File: src/rtl/ook_tx_pkg.sv
package ook_tx_pkg;

  typedef enum logic [2:0] {
    ST_IDLE,
    ST_TRAIN_HI,
    ST_TRAIN_LO,
    ST_SYNC_HI,
    ST_SYNC_LO,
    ST_BIT_HI,
    ST_BIT_LO,
    ST_GAP
  } ook_state_e;

  function automatic int unsigned max_u(input int unsigned a, input int unsigned b);
    return (a > b) ? a : b;
  endfunction

  function automatic logic state_is_high(input ook_state_e s);
    return (s == ST_TRAIN_HI) || (s == ST_SYNC_HI) || (s == ST_BIT_HI);
  endfunction

endpackage

File: src/rtl/ook_tick_gen.sv
module ook_tick_gen #(
  parameter int unsigned CLK_DIV = 50
) (
  input  logic clk_i,
  input  logic rst_ni,
  input  logic en_i,
  output logic tick_o
);

  generate
    if (CLK_DIV <= 1) begin : g_pass
      assign tick_o = en_i;
    end else begin : g_div
      localparam int unsigned DivW = $clog2(CLK_DIV);
      localparam logic [DivW-1:0] DivLast = DivW'(CLK_DIV - 1);
      logic [DivW-1:0] cnt_q;

      always_ff @(posedge clk_i or negedge rst_ni) begin
        if (!rst_ni) begin
          cnt_q <= '0;
        end else if (!en_i || cnt_q == DivLast) begin
          cnt_q <= '0;
        end else begin
          cnt_q <= cnt_q + 1'b1;
        end
      end

      assign tick_o = en_i && (cnt_q == DivLast);
    end
  endgenerate

endmodule

File: src/rtl/ook_seg_timer.sv
module ook_seg_timer #(
  parameter int unsigned CNT_W = 13
) (
  input  logic             clk_i,
  input  logic             rst_ni,
  input  logic             load_i,
  input  logic [CNT_W-1:0] load_val_i,
  input  logic             tick_i,
  output logic             done_o
);

  logic [CNT_W-1:0] rem_q;

  always_ff @(posedge clk_i or negedge rst_ni) begin
    if (!rst_ni) begin
      rem_q <= '0;
    end else if (load_i) begin
      rem_q <= load_val_i;
    end else if (tick_i && rem_q != '0) begin
      rem_q <= rem_q - 1'b1;
    end
  end

  assign done_o = tick_i && (rem_q == CNT_W'(1));

endmodule

File: src/rtl/ook_frame_seq.sv
module ook_frame_seq
  import ook_tx_pkg::*;
#(
  parameter int unsigned REPEATS      = 3,
  parameter int unsigned TRAIN_CYCLES = 20,
  parameter int unsigned T_HALF       = 200,
  parameter int unsigned T_SYNC       = 2000,
  parameter int unsigned T_ZERO       = 300,
  parameter int unsigned T_ONE        = 500,
  parameter int unsigned T_GAP        = 5000,
  parameter int unsigned LEN_W        = 6,
  parameter int unsigned CNT_W        = 13
) (
  input  logic             clk_i,
  input  logic             rst_ni,
  input  logic             start_i,
  input  logic [LEN_W-1:0] len_i,
  input  logic [7:0]       rd_data_i,
  input  logic             seg_done_i,
  output logic             seg_load_o,
  output logic [CNT_W-1:0] seg_val_o,
  output logic [LEN_W-1:0] byte_o,
  output logic [LEN_W-1:0] len_o,
  output logic             busy_o,
  output logic             tx_o
);

  localparam int unsigned RepW = (REPEATS > 1) ? $clog2(REPEATS) : 1;
  localparam int unsigned TrW  = (TRAIN_CYCLES > 1) ? $clog2(TRAIN_CYCLES) : 1;
  localparam logic [RepW-1:0] RepLast = RepW'(REPEATS - 1);
  localparam logic [TrW-1:0]  TrLast  = TrW'(TRAIN_CYCLES - 1);
  localparam logic [CNT_W-1:0] DHalf = CNT_W'(T_HALF);
  localparam logic [CNT_W-1:0] DSync = CNT_W'(T_SYNC);
  localparam logic [CNT_W-1:0] DZero = CNT_W'(T_ZERO);
  localparam logic [CNT_W-1:0] DOne  = CNT_W'(T_ONE);
  localparam logic [CNT_W-1:0] DGap  = CNT_W'(T_GAP);

  ook_state_e       state_q, state_d;
  logic [RepW-1:0]  rep_q;
  logic [TrW-1:0]   train_q;
  logic [LEN_W-1:0] byte_q, len_q;
  logic [2:0]       bit_q;
  logic             bit_val_q;
  logic             cur_bit;

  assign cur_bit = rd_data_i[bit_q];

  always_comb begin
    state_d    = state_q;
    seg_load_o = 1'b0;
    seg_val_o  = DHalf;
    unique case (state_q)
      ST_IDLE: if (start_i) begin
        state_d = ST_TRAIN_HI; seg_load_o = 1'b1; seg_val_o = DHalf;
      end
      ST_TRAIN_HI: if (seg_done_i) begin
        state_d = ST_TRAIN_LO; seg_load_o = 1'b1; seg_val_o = DHalf;
      end
      ST_TRAIN_LO: if (seg_done_i) begin
        seg_load_o = 1'b1;
        if (train_q == TrLast) begin
          state_d = ST_SYNC_HI; seg_val_o = DSync;
        end else begin
          state_d = ST_TRAIN_HI; seg_val_o = DHalf;
        end
      end
      ST_SYNC_HI: if (seg_done_i) begin
        state_d = ST_SYNC_LO; seg_load_o = 1'b1; seg_val_o = DSync;
      end
      ST_SYNC_LO, ST_BIT_LO: if (seg_done_i) begin
        seg_load_o = 1'b1;
        if (byte_q == len_q) begin
          state_d = ST_GAP; seg_val_o = DGap;
        end else begin
          state_d = ST_BIT_HI; seg_val_o = cur_bit ? DOne : DZero;
        end
      end
      ST_BIT_HI: if (seg_done_i) begin
        state_d = ST_BIT_LO; seg_load_o = 1'b1;
        seg_val_o = bit_val_q ? DOne : DZero;
      end
      ST_GAP: if (seg_done_i) begin
        if (rep_q == RepLast) begin
          state_d = ST_IDLE;
        end else begin
          state_d = ST_TRAIN_HI; seg_load_o = 1'b1; seg_val_o = DHalf;
        end
      end
      default: state_d = ST_IDLE;
    endcase
  end

  always_ff @(posedge clk_i or negedge rst_ni) begin
    if (!rst_ni) begin
      state_q   <= ST_IDLE;
      rep_q     <= '0;
      train_q   <= '0;
      byte_q    <= '0;
      len_q     <= '0;
      bit_q     <= 3'd7;
      bit_val_q <= 1'b0;
    end else begin
      state_q <= state_d;
      unique case (state_q)
        ST_IDLE: if (start_i) begin
          len_q   <= len_i;
          rep_q   <= '0;
          train_q <= '0;
          byte_q  <= '0;
          bit_q   <= 3'd7;
        end
        ST_TRAIN_LO: if (seg_done_i && train_q != TrLast) train_q <= train_q + 1'b1;
        ST_SYNC_LO, ST_BIT_LO: if (seg_done_i) bit_val_q <= cur_bit;
        // advance the byte at the end of its last high so the next byte is addressed during the low
        ST_BIT_HI: if (seg_done_i) begin
          if (bit_q == 3'd0) begin
            byte_q <= byte_q + 1'b1;
            bit_q  <= 3'd7;
          end else begin
            bit_q <= bit_q - 1'b1;
          end
        end
        ST_GAP: if (seg_done_i && rep_q != RepLast) begin
          rep_q   <= rep_q + 1'b1;
          train_q <= '0;
          byte_q  <= '0;
          bit_q   <= 3'd7;
        end
        default: ;
      endcase
    end
  end

  assign busy_o = (state_q != ST_IDLE);
  assign tx_o   = state_is_high(state_q);
  assign byte_o = byte_q;
  assign len_o  = len_q;

endmodule

File: src/rtl/ook_frame_tx.sv
module ook_frame_tx
  import ook_tx_pkg::*;
#(
  parameter int unsigned CLK_DIV      = 50,
  parameter int unsigned REPEATS      = 3,
  parameter int unsigned TRAIN_CYCLES = 20,
  parameter int unsigned T_HALF       = 200,
  parameter int unsigned T_SYNC       = 2000,
  parameter int unsigned T_ZERO       = 300,
  parameter int unsigned T_ONE        = 500,
  parameter int unsigned T_GAP        = 5000,
  parameter int unsigned MAX_BYTES    = 32,
  localparam int unsigned ADDR_W      = (MAX_BYTES > 1) ? $clog2(MAX_BYTES) : 1,
  localparam int unsigned LEN_W       = $clog2(MAX_BYTES + 1)
) (
  input  logic              clk_i,
  input  logic              rst_ni,
  input  logic              start_i,
  input  logic [LEN_W-1:0]  len_i,
  output logic [ADDR_W-1:0] rd_addr_o,
  input  logic [7:0]        rd_data_i,
  output logic              busy_o,
  output logic              tx_o
);

  localparam int unsigned MaxT =
    max_u(max_u(max_u(T_HALF, T_SYNC), max_u(T_ZERO, T_ONE)), T_GAP);
  localparam int unsigned CntW = $clog2(MaxT + 1);

  logic             tick;
  logic             seg_load, seg_done;
  logic [CntW-1:0]  seg_val;
  logic [LEN_W-1:0] byte_idx, len_q;

  ook_tick_gen #(.CLK_DIV(CLK_DIV)) i_tick (
    .clk_i  (clk_i),
    .rst_ni (rst_ni),
    .en_i   (busy_o),
    .tick_o (tick)
  );

  ook_seg_timer #(.CNT_W(CntW)) i_timer (
    .clk_i      (clk_i),
    .rst_ni     (rst_ni),
    .load_i     (seg_load),
    .load_val_i (seg_val),
    .tick_i     (tick),
    .done_o     (seg_done)
  );

  ook_frame_seq #(
    .REPEATS      (REPEATS),
    .TRAIN_CYCLES (TRAIN_CYCLES),
    .T_HALF       (T_HALF),
    .T_SYNC       (T_SYNC),
    .T_ZERO       (T_ZERO),
    .T_ONE        (T_ONE),
    .T_GAP        (T_GAP),
    .LEN_W        (LEN_W),
    .CNT_W        (CntW)
  ) i_seq (
    .clk_i      (clk_i),
    .rst_ni     (rst_ni),
    .start_i    (start_i),
    .len_i      (len_i),
    .rd_data_i  (rd_data_i),
    .seg_done_i (seg_done),
    .seg_load_o (seg_load),
    .seg_val_o  (seg_val),
    .byte_o     (byte_idx),
    .len_o      (len_q),
    .busy_o     (busy_o),
    .tx_o       (tx_o)
  );

  assign rd_addr_o = byte_idx[ADDR_W-1:0];

endmodule

File: config.mk
export PLATFORM = sky130hd
export DESIGN_NAME = ook_frame_tx
export DESIGN_NICKNAME = d
export VERILOG_FILES = /design/src/rtl/ook_tx_pkg.sv /design/src/rtl/ook_tick_gen.sv /design/src/rtl/ook_seg_timer.sv /design/src/rtl/ook_frame_seq.sv /design/src/rtl/ook_frame_tx.sv
export SDC_FILE = /design/constraint.sdc
export NUM_CORES = 1
export LEC_CHECK = 0
export ABC_AREA = 1
export BUFFER_PORTS_ARGS = -buffer_cell sky130_fd_sc_hd__buf_2
export CAP_MARGIN = 15
export CORE_UTILIZATION = 55
export DETAILED_ROUTE_END_ITERATION = 6
export PLACE_DENSITY = 0.71
export SYNTH_ARGS = -nofsm -noshare
export SYNTH_HDL_FRONTEND = slang
export SYNTH_SLANG_ARGS = --single-unit
File: constraint.sdc
create_clock -name clk_i -period 4.4 [get_ports clk_i]
set_input_delay 0.22 -clock clk_i [delete_from_list [all_inputs] [get_ports clk_i]]
set_output_delay 0.22 -clock clk_i [all_outputs]
set_load 0.1 [all_outputs]
== Word-level counts from Yosys, hierarchy flattened ==
Cells that the tools add are included.
Operators by class
  add/sub/neg operators: 6
  order comparisons: 1
  equal/unequal tests: 24
  multiplexer cells: 47
  reductions and logical operators: 27
Operator list (number)
  13-bit 2-to-1 mux: 6
  13-bit one-hot mux with 5 select lines: 1
  3-bit 2-to-1 mux: 11
  6-bit 2-to-1 mux: 5
  11-bit 2-to-1 mux: 2
  3-bit one-hot mux with 7 select lines: 1
  2-bit by 1-bit != test with 1-bit output (second input constant): 9
  6-bit one-hot mux with 3 select lines: 1
  8-bit 2-to-1 mux: 2
  5-bit 2-to-1 mux: 3
  5-bit one-hot mux with 3 select lines: 1
  13-bit by 1-bit equality test with 1-bit output (second input constant): 1
  13-bit nonzero test: 1
  13-bit by 1-bit subtractor with 13-bit output (second input constant): 1
  6-bit by 1-bit adder with 6-bit output (second input constant): 2
  3-bit equality test (second input constant): 4
  3-bit one-hot mux with 3 select lines: 1
  3-bit nonzero test: 3
  2-bit 2-to-1 mux: 4
  4-bit AND reduction: 2
  7-bit AND reduction: 1
  3-bit by 2-bit equality test with 1-bit output (second input constant): 2
  6-bit equality test: 1
  6-bit equality test (second input constant): 1
  24 further kinds: 39
Storage, ports and cells
  register bits: 45
  output and inout bits: 7
  word-level logic and storage cells: 114

== Logic depth before layout (Yosys ltp) ==
Gate-level depths: netlist of run 1.
  word-level depth: 7
  mapped depth: 13
  depth with buffers taken out: 12

== Hierarchy ==
From an unflattened synthesis of run 1, not the netlist that was laid out.
Second synthesis, totals
  cell total of the unflattened synthesis: 455
  area, all modules: 3176.8 um2
By module, submodules not included
  ook_frame_seq: times used 1, cells each 271, area an instance 1849.3 um2, seq. area each 654.4 um2
  ook_seg_timer: times used 1, cells each 151, area an instance 1001.0 um2, seq. area each 325.3 um2
  ook_tick_gen: times used 1, cells each 33, area an instance 326.6 um2, seq. area each 150.1 um2

== Least setup slack after synthesis of run 1 ==
OpenSTA, ideal clock, no wires.
  kind: register -> output
  from: register i_seq.state_q[0]
  to: output port tx_o
  data arrival time: 1.980 ns
  data required time: 4.180 ns
  path slack: 2.200 ns
  cell stages (with the launch flop): 4
  cells stage by stage: dfrtp_1 > buf_2 > inv_1 > a21oi_1
Between the ends
  word-level cells in the longest chain between the ends: 3
RTL lines
  from (decl): RTL line ook_frame_seq.sv:38  | ook_state_e state_q, state_d;
  from (signal assigned): RTL line ook_frame_seq.sv:103  | state_q <= state_d;
  3-bit by 1-bit equality test with 1-bit output or 3-bit by 2-bit equality test with 1-bit output (tied branches): RTL line ook_tx_pkg.sv:19  | return (s == ST_TRAIN_HI) || (s == ST_SYNC_HI) || (s == ST_BIT_HI);
  1-bit logical OR: RTL line ook_tx_pkg.sv:19
  1-bit logical OR (*): RTL line ook_tx_pkg.sv:19
  to (decl): RTL line ook_frame_tx.sv:23  | output logic tx_o
Mark *: on every way between the ends. The rest lies on a longest branch, timed or not.

== Worst setup path in the final report of run 1 ==
  from: register i_seq.state_q[2]
  to: register i_timer.rem_q[6]
Between the ends
  word-level cells in the longest chain between the ends: 6
RTL lines
  3-bit nonzero test: RTL line ook_frame_seq.sv:134  | assign busy_o = (state_q != ST_IDLE);
  1-bit logical AND: RTL line ook_tick_gen.sv:28  | assign tick_o = en_i && (cnt_q == DivLast);
  1-bit logical AND: RTL line ook_seg_timer.sv:24  | assign done_o = tick_i && (rem_q == CNT_W'(1));
  13-bit 2-to-1 mux, or another cell as far along: RTL line ook_frame_seq.sv:78  | ST_BIT_HI: if (seg_done_i) begin
  13-bit one-hot mux with 5 select lines or 1-bit one-hot mux with 3 select lines (tied branches): RTL line ook_frame_seq.sv:52  | unique case (state_q)
  13-bit 2-to-1 mux or 2-bit nonzero test (tied branches)
  to (signal assigned): RTL line ook_seg_timer.sv:18  | rem_q <= load_val_i;
  to (signal assigned): RTL line ook_seg_timer.sv:20  | rem_q <= rem_q - 1'b1;
  to (decl): RTL line ook_seg_timer.sv:12  | logic [CNT_W-1:0] rem_q;
Several ways; a longest one is shown, not always the timed one.
A chain may end at the register's enable or synchronous reset.

==> impl_metrics.toml, run 1 <==
[power]
p_sw_w = 0.000717
powerDensity_nw_per_um2 = 520
power_leakage_nw = 1.60
internal-power_w = 0.000953
seqPwrFrac_pct = 40.1
comb_power_share_pct = 40.4
pwr-share-clk_pct = 19.5
swShare_pct = 42.9
ir_drop_v = 0.000295

[synth]
syn_avg_cell_area_um2 = 7.21
ys_ff_latch = 45
ys_seq_area_share_pct = 38.1
synth_top_area_share_pct = 35.4
syn_area_um2 = 2970
synth_top_cell_by_area = "dfrtp_1"
synth_cell_types = 37
netlist_instances = 412
ys_warn_count = 0
synthTopCellsByArea = "dfrtp_1, nand2_1, nor2_1"
syn-num-nets = 439

[floorplan]
die_width_um = 75.5
die_h_um = 75.5
ios = 24
start_util_pct = 57.8
die_area_um2 = 5700
row_count = 26
core_area_um2 = 5140

[clocking]
clkSinkCount = 45
clock_insertion_delay_worst_skew_ps = 300
hold_buffers = 0
h-tree-depth = 2
cts_buffer_depth = 2
path_clk_slew_ps = 90
numCtsBuffers = 5
postCtsSetupBuffers = 0
cts_root_buf = "clkbuf_8"
cts_tree = "built"
post_cts_resized = 0

[route]
vias = 2597
ant_nets = 0
drc = 0
wirelength_met1_um = 2880
wl_met2_um = 2720
wl_met3_um = 278
dr.pass1.iters = 6
wl_um = 5980
drtIter0Drc = 167
maxUsedRoutingLayer = "met4"
avgViaCountPerCell = 5.17
routedWlPerCell_um = 11.9

[sta]
finalSetupViolCount = 0
period_minus_slack_ps = 2180
max_freq_ghz = 0.458
fin_crit_sh_pct = 49.6
skew_ps = 10.1
setup_tns_ps = 0
tightest_slew_ps = 992
grt_setup_unrepaired = "no"
hold_viol = 0
holdWs_ps = 70.2
relSlewSlack_pct = 33.9
drv_slew = 0

[placed_design]
dpl.hpwl_um = 4490
io_buffers = 23
place_congestion = 0.879

[critical_path]
critPathLaunchType = "register"
critPathKind = "register to register"
r2r-start = "i_seq.state_q[2]$_DFFE_PN0P_"
required_ps = 4590
cp-end-kind = "register"
critPathArrivalTime_ps = 2370
critPathMaxFanout = 14
startpoint = "i_seq.state_q[2]$_DFFE_PN0P_"

[finish]
drive_above_1_share_pct = 13.4
mostFrequentLayoutCells = "nand2_1, nor2_1, inv_1, dfrtp_1, nand3_1"
diodes = 0
fin_nets = 458
layout_commonest_cell = "nand2_1"
syn2layout_area_growth_pct = 8.26

[run_status]
outcome = "complete, no violations"

[grt]
grt_max_degree = 46
grt_pass1_vias = 2270
gr-total-overflow = 0
grt_pass1_wl_um = 10100
grt_antenna_before_repair = 0
track_usage_pct = 23.7

[min_path]
hold_path.class = "input port to async pin"

[flow_run]
drv_cap = 0
[cells in the mapped netlist]
master,count
a211oi_1,1
a21oi_1,16
a21oi_4,1
a31oi_1,2
and3_1,1
buf_2,2
buf_4,6
buf_6,1
clkbuf_1,2
dfrtp_1,42
dfstp_2,3
ha_1,10
inv_1,44
inv_2,3
mux2_2,1
nand2_1,111
nand2_2,4
nand2_4,2
nand3_1,35
nand3_2,1
nand3_4,2
nand4_1,3
nor2_1,58
nor2_2,4
nor2_4,2
nor2_8,1
nor3_1,6
nor3b_1,2
o211ai_1,2
o21ai_0,15
o21ai_1,10
o21ai_2,1
o21bai_1,1
o31ai_1,1
or2_2,3
xnor2_1,3
xor2_1,10
[sequential cells by signal (all words and copies together), names as in the netlist]
register and count:
i_seq.bit_q 3, i_seq.bit_val_q 1, i_seq.byte_o 6, i_seq.len_o 6, i_seq.rep_q 2, i_seq.state_q 3
i_seq.train_q 5, i_tick.g_div.cnt_q 6, i_timer.rem_q 13
[stage by stage]
stage / util [%] / setup WS [ps] / instance area, um2 / std cells / total power [W]
after global routing: 62.5 / 1990 / 3210 / 502 / 0.00181
after CTS: 62.5 / 2250 / 3210 / 502 / 0.00168
after global placement: 60.3 / 2330 / 3100 / 494 / 0.00133
after floorplan: - / 2200 / 2970 / 412 / 0.00121
after detailed placement: 60.3 / 2260 / 3100 / 494 / 0.00135
final: 62.5 / 2220 / 3210 / 502 / 0.00167
[worst max-delay path, stage by stage (launching register included)]
cell,delay [ps]
dfrtp_1,460
nor2_2,190
nand2_4,90
inv_2,110
nand2_1,310
nand2_4,220
nand2_2,190
nand2_2,250
inv_1,120
nand2_1,70
nand2_1,60
[final cells by class]
type,count,area (um2)
clock buffer,7,86.3
multi-input combinational,309,1590
timing repair buffer,23,115
clock inverter,1,30.0
tap,70,87.6
fill,480,1930
sequential,45,1130
inverter,47,176
[path summary, 6_finish.rpt]
path | endpoint | slack (ps) | cells after the start
worst min register to register | i_seq.bit_val_q$_DFFE_PN0P_ | 490 | 2
max in group asynchronous | i_seq.train_q[3]$_DFFE_PN0P_ | 3700 | 1
worst min-delay path | i_seq.byte_o[3]$_DFFE_PN0P_ | 70 | 1
min in group clk_i | i_seq.len_o[1]$_DFFE_PN0P_ | 150 | 2
worst max-delay path | i_timer.rem_q[6]$_DFFE_PN0P_ | 2220 | 10
worst max register to register | i_timer.rem_q[6]$_DFFE_PN0P_ | 2220 | 10
[power by group through the flow]
stage          Combinational (W)  Clock [W]  Sequential (W)
4_1_cts                 0.000679   0.000332        0.000666
3_3_place_gp            0.000663          0        0.000669
6_report                0.000675   0.000326        0.000669
3_5_place_dp            0.000678          0        0.000672
2_1_floorplan           0.000571          0        0.000642
5_1_grt                 0.000779   0.000346        0.000688
[cells by family (layout without fill, tap and decap cells)]
family	count (synthesis)	after routing	synth area share, %
AO/OA/AOI/OAI	50	50	9.44
multiplexers	1	1	0.379
XOR/XNOR	13	13	3.83
AND/OR/NAND/NOR	235	235	35.7
flip-flops	45	45	38.1
adder cells (fa/ha/maj)	10	10	4.21
buffers and inverters	58	78	8.43
[routing by layer]
| layer | vias to the layer above | track usage (%) |
|---|---|---|
| met5 | - | 0 |
| met4 | 0 | 7.61 |
| met3 | 9 | 3.17 |
| met2 | 65 | 39.2 |
| met1 | 1174 | 32.3 |
| li1 | 1349 | - |
(Power assumes the default switching activity.)
==> run 2: changes to the inputs <==
CORE_UTILIZATION = 54   (was 55)
PLACE_DENSITY = 0.73   (was 0.71)
clock period = 2 ns   (was 4.4 ns; I/O delays follow)
==> run 2 against run 1 <==
Clock-buffer cell count fell by 1. Worst hold slack got worse by 23 ps. Non-clock buffer count rose by 9. Core utilization rose by 0.25 points.
==> impl_metrics.toml, run 2 (synthesized netlist as in run 1, its figures left out) <==
[run_status]
outcome = "complete, no violations"

[critical_path]
cp-end-kind = "register"
cp_slowest_cell = "dfrtp_1"
slowest_delay_ps = 400
r2r-start = "i_timer.rem_q[1]$_DFFE_PN0P_"
critPathArrivalTime_ps = 1990
crit_path_frequent_cell = "nand2_1"
critPathKind = "register to register"
r2r_cells = 9
crit_family = "simple AND/OR/NAND/NOR gates"
critical_path_buf_inv_count = 1
r2r_slack_ps = 200
required_ps = 2180
critPathLaunchType = "register"
reg2reg_to = "i_timer.rem_q[6]$_DFFE_PN0P_"
critPathMaxFanout = 4
path_cells = "inv_1 > ha_1 > nand2_1 > nor2_4 > nand3_1 > a21oi_2 > nand2_1 > o21ai_1 > nand2_1"

[min_path]
hp-start = "len_i[3]"
hold_path.class = "input port to register"
min_path_cells = 3
whs_endpoint = "i_seq.len_o[3]$_DFFE_PN0P_"

[finish]
mostFrequentLayoutCells = "nand2_1, nor2_1, inv_1, dfrtp_1, nand3_1"
diodes = 0
fillers = 491
top_register = "i_timer.rem_q"
multiInputGateArea_um2 = 1610
largest_reg_flops = 13
regArea_um2 = 1130
final_core_util_pct = 62.8
layout_commonest_cell = "nand2_1"
syn2layout_area_growth_pct = 10.1
drive_above_1_share_pct = 15.4
fin_nets = 467

[placed_design]
dpl.hpwl_um = 4680
io_buffers = 23
place_congestion = 0.869

[sta]
fin_crit_sh_pct = 90.2
setup_tns_ps = 0
finalSetupViolCount = 0
hold_viol = 0
tightest_slew_ps = 569
holdWs_ps = 47.4
skew_ps = 6.59
drv_slew = 0
grt_setup_unrepaired = "no"
relSlewSlack_pct = 62.1
period_minus_slack_ps = 1800
max_freq_ghz = 0.554

[floorplan]
core_area_um2 = 5200
die_width_um = 76.2
die_area_um2 = 5800
ios = 24
start_util_pct = 57.0
die_h_um = 76.2
row_count = 26

[flow_run]
drv_cap = 0

[clocking]
postCtsSetupBuffers = 0
path_clk_slew_ps = 80
clkSinkCount = 45
cts_root_buf = "clkbuf_8"
numCtsBuffers = 5
cts_buffer_depth = 2
cts_tree = "built"
clock_insertion_delay_worst_skew_ps = 290
h-tree-depth = 2

[grt]
grt_pass1_vias = 2470
grt_pass1_wl_um = 10800
grtUsageMet2_pct = 38.4
gr-total-overflow = 0
use_met3_pct = 4.55
track_usage_pct = 23.0
grt_max_degree = 46
grtUsageMet1_pct = 29.6
grt_most_used_layer = "met2"
grt_antenna_before_repair = 0

[route]
drc = 0
routedWlPerCell_um = 12.0
avgViaCountPerCell = 5.14
vias = 2625
drtIter0Drc = 200
wl_um = 6160
dr.pass1.iters = 4
ant_nets = 0

[power]
power_leakage_nw = 1.63
ir_drop_v = 0.000809
powerDensity_nw_per_um2 = 1100
-- run 2: changes by cell type in the layout (fill, tap and decap cells not counted), sizes merged --
cell,delta
clkinv,+2
clkbuf,-1
buf,+8
dlygate4sd3,+1
bufinv,-1
-- run 2: worst min-delay path: stages --
cell and delay (ps):
buf_2 70, nor2_1 30, a21oi_1 90
-- run 2: worst max-delay path by stage --
| stage | from | cells after the start | slack [ps] | end |
|---|---|---|---|---|
| global route | i_timer.rem_q[1]$_DFFE_PN0P_ | 9 | 40 | i_seq.train_q[0]$_DFFE_PN0P_ |
| finish | i_timer.rem_q[1]$_DFFE_PN0P_ | 9 | 200 | i_timer.rem_q[6]$_DFFE_PN0P_ |
| global placement | i_timer.rem_q[1]$_DFFE_PN0P_ | 9 | 170 | i_timer.rem_q[6]$_DFFE_PN0P_ |
| floorplan | i_seq.state_q[0]$_DFFE_PN0P_ | 12 | 170 | i_timer.rem_q[4]$_DFFE_PN0P_ |
| detailed placement | i_timer.rem_q[1]$_DFFE_PN0P_ | 9 | 170 | i_timer.rem_q[6]$_DFFE_PN0P_ |
| CTS | i_timer.rem_q[1]$_DFFE_PN0P_ | 9 | 150 | i_timer.rem_q[6]$_DFFE_PN0P_ |
-- run 2: timing repair --
item                                    in CTS  in global routing
gates resized for setup                      0                  3
hold buffers                                 1                  0
endpoints found under the setup margin       0                  6
hold endpoints to repair                    42                  0
-- run 2: cell type report --
cell class	instances	share of cell area, %
Clock inverter	2	0.306
Multi-Input combinational cell	309	49.2
Inverter	47	5.40
Sequential cell	45	34.6
Tap cell	70	2.68
Clock buffer	6	2.22
Timing Repair Buffer	32	5.67
-- run 2: report_power, final --
part | internal (W) | switching, W
registers | 0.00120 | 0.000260
logic | 0.000550 | 0.00104
clock network | 0.000243 | 0.000306
-- run 2: stage by stage --
| step | total power, W | std cells | setup WS [ps] | area, um2 |
|---|---|---|---|---|
| after floorplan | 0.00268 | 412 | 165 | 2970 |
| after global placement | 0.00301 | 502 | 174 | 3160 |
| after detailed placement | 0.00306 | 502 | 175 | 3160 |
| after CTS | 0.00361 | 511 | 152 | 3250 |
| after global routing | 0.00392 | 511 | 35.8 | 3270 |
| final | 0.00360 | 511 | 196 | 3270 |
-- run 2: per-layer routing --
metal	vias to the layer above	share of wire, %
li1	1365	-
met1	1181	46
met2	71	47
met3	8	5.4
met4	0	1.7
met5	-	0
==> run 3: changes to the inputs <==
CORE_UTILIZATION = 35   (was 54)
PLACE_DENSITY = 0.5   (was 0.73)
==> run 3 against run 2 <==
Final area is 2.9% higher. Die area is 53% higher. Critical path depth is 1 higher. Global-route usage is 6.3 points lower. Register-to-register slack better by 20 ps. Sequential power hardly changed. Worst hold slack worse by 23 ps. Core utilization is 22 points lower. Clock-buffer cell count is 1 higher. Maximum frequency is 1.1% higher.
==> impl_metrics.toml, run 3 (synthesized netlist as in run 1, its figures left out) <==
[sta]
tightest_slew_ps = 498
hold_viol = 0
max_freq_ghz = 0.561
fin_crit_sh_pct = 89.2
relSlewSlack_pct = 67.0
grt_setup_unrepaired = "no"
period_minus_slack_ps = 1780
drv_slew = 0
setup_tns_ps = 0
finalSetupViolCount = 0
skew_ps = 11.6

[route]
drtIter0Drc = 166
drc = 0
ant_nets = 0
avgViaCountPerCell = 4.70
wl_um = 6620
dr.pass1.iters = 5
vias = 2574
routedWlPerCell_um = 12.1

[grt]
grt_antenna_before_repair = 0
gr-total-overflow = 0
track_usage_pct = 16.8
grt_max_degree = 46
grt_pass1_vias = 2499
grt_pass1_wl_um = 11600

[finish]
final_cell_count_no_fill = 548
largest_reg_flops = 13
mostFrequentLayoutCells = "nand2_1, nor2_1, inv_1, dfrtp_1, nand3_1"
fin_nets = 469
layout_commonest_cell = "nand2_1"
top_register = "i_timer.rem_q"
final_core_util_pct = 40.9
syn2layout_area_growth_pct = 13.2
drive_above_1_share_pct = 16.3
diodes = 0

[placed_design]
dp_cells = 539
io_buffers = 23
place_congestion = 0.838
dpl.hpwl_um = 4990

[floorplan]
ios = 24
core_area_um2 = 8220
start_util_pct = 36.1
die_area_um2 = 8860
die_h_um = 94.1
row_count = 33
die_width_um = 94.1

[run_status]
outcome = "complete, no violations"

[min_path]
hold_path.class = "input port to register"

[critical_path]
cp-end-kind = "register"
critPathArrivalTime_ps = 1970
critPathKind = "register to register"
required_ps = 2180
critPathLaunchType = "register"
critPathMaxFanout = 9

[clocking]
numCtsBuffers = 5
h-tree-depth = 2
postCtsSetupBuffers = 0
cts_tree = "built"
cts_root_buf = "clkbuf_8"
clock_insertion_delay_worst_skew_ps = 310
clkSinkCount = 45
path_clk_slew_ps = 90
cts_buffer_depth = 2

[flow_run]
drv_cap = 0

[power]
ir_drop_v = 0.000516
power_leakage_nw = 1.66
powerDensity_nw_per_um2 = 1100
run 3: changes by cell type in the layout (fill, tap and decap cells not counted):
cell / before / now
clkbuf_8: 5 / 7
clkbuf_1: 1 / 0
buf_12: 0 / 1
a21oi_1: 14 / 15
clkinv_2: 2 / 1
a21oi_2: 2 / 1
nand2_1: 111 / 110
nand3_2: 1 / 2
nand2_2: 3 / 4
nand3_1: 35 / 34
buf_4: 8 / 9
run 3: what timing repair did:
item                                   in CTS  in global routing
hold buffers                                1                  0
gates resized for setup                     0                  4
endpoints found under the hold margin      42                  0
setup endpoints to repair                   0                 10
run 3: worst paths after layout:
path                                              startpoint                      endpoint  slack (ps)  cells after the start
worst max-delay path            i_timer.rem_q[1]$_DFFE_PN0P_  i_timer.rem_q[5]$_DFFE_PN0P_         220                     10
worst min-delay path                                len_i[1]    i_seq.len_o[1]$_DFFE_PN0P_          20                      2
worst max register to register  i_timer.rem_q[1]$_DFFE_PN0P_  i_timer.rem_q[5]$_DFFE_PN0P_         220                     10
worst min register to register    i_seq.rep_q[0]$_DFFE_PN0P_    i_seq.rep_q[0]$_DFFE_PN0P_         500                      1
max in group asynchronous                             rst_ni    i_seq.bit_q[2]$_DFFE_PN1P_        1430                      3
min in group asynchronous                             rst_ni  i_seq.train_q[2]$_DFFE_PN0P_         290                      3
run 3: per-layer routing:
metal	global-route usage, %	up-vias	share of wire [%]
li1	-	1369	-
met1	23.3	1166	51
met2	26.5	31	45
met3	2.83	8	2.8
met4	5.26	0	1.3
met5	0	-	0
run 3: metrics by stage:
| stage | power, W | hold slack, ps | instance area, um2 | worst slack [ps] |
|---|---|---|---|---|
| global placement | 0.00306 | 105 | 3230 | 125 |
| finish | 0.00369 | 24.2 | 3360 | 216 |
| detailed placement | 0.00307 | 105 | 3230 | 124 |
| floorplan | 0.00268 | -196 | 2970 | 165 |
| CTS | 0.00372 | 16.3 | 3340 | 110 |
| global route | 0.00402 | 23.2 | 3360 | 19.8 |
run 3: power by group:
part | internal [W] | switching (W)
logic | 0.000560 | 0.00105
registers | 0.00120 | 0.000241
clock network | 0.000313 | 0.000325
run 3: final cells by class:
| class | count | area (um2) |
|---|---|---|
| timing repair buffer | 34 | 213 |
| clock inverter | 1 | 5.00 |
| multi-input combinational | 309 | 1610 |
| inverter | 47 | 176 |
| tap | 105 | 131 |
| fill | 876 | 4850 |
| clock buffer | 7 | 96.3 |
| sequential | 45 | 1130 |
run 3: worst max-delay path, cell delays in order (launching register included):
cell	delay (ps)
dfrtp_1	400
inv_1	100
ha_1	140
nand2_1	80
nor2_4	180
nand3_4	150
nand2_4	120
nand2_2	100
buf_4	190
o21ai_0	90
a21oi_1	100
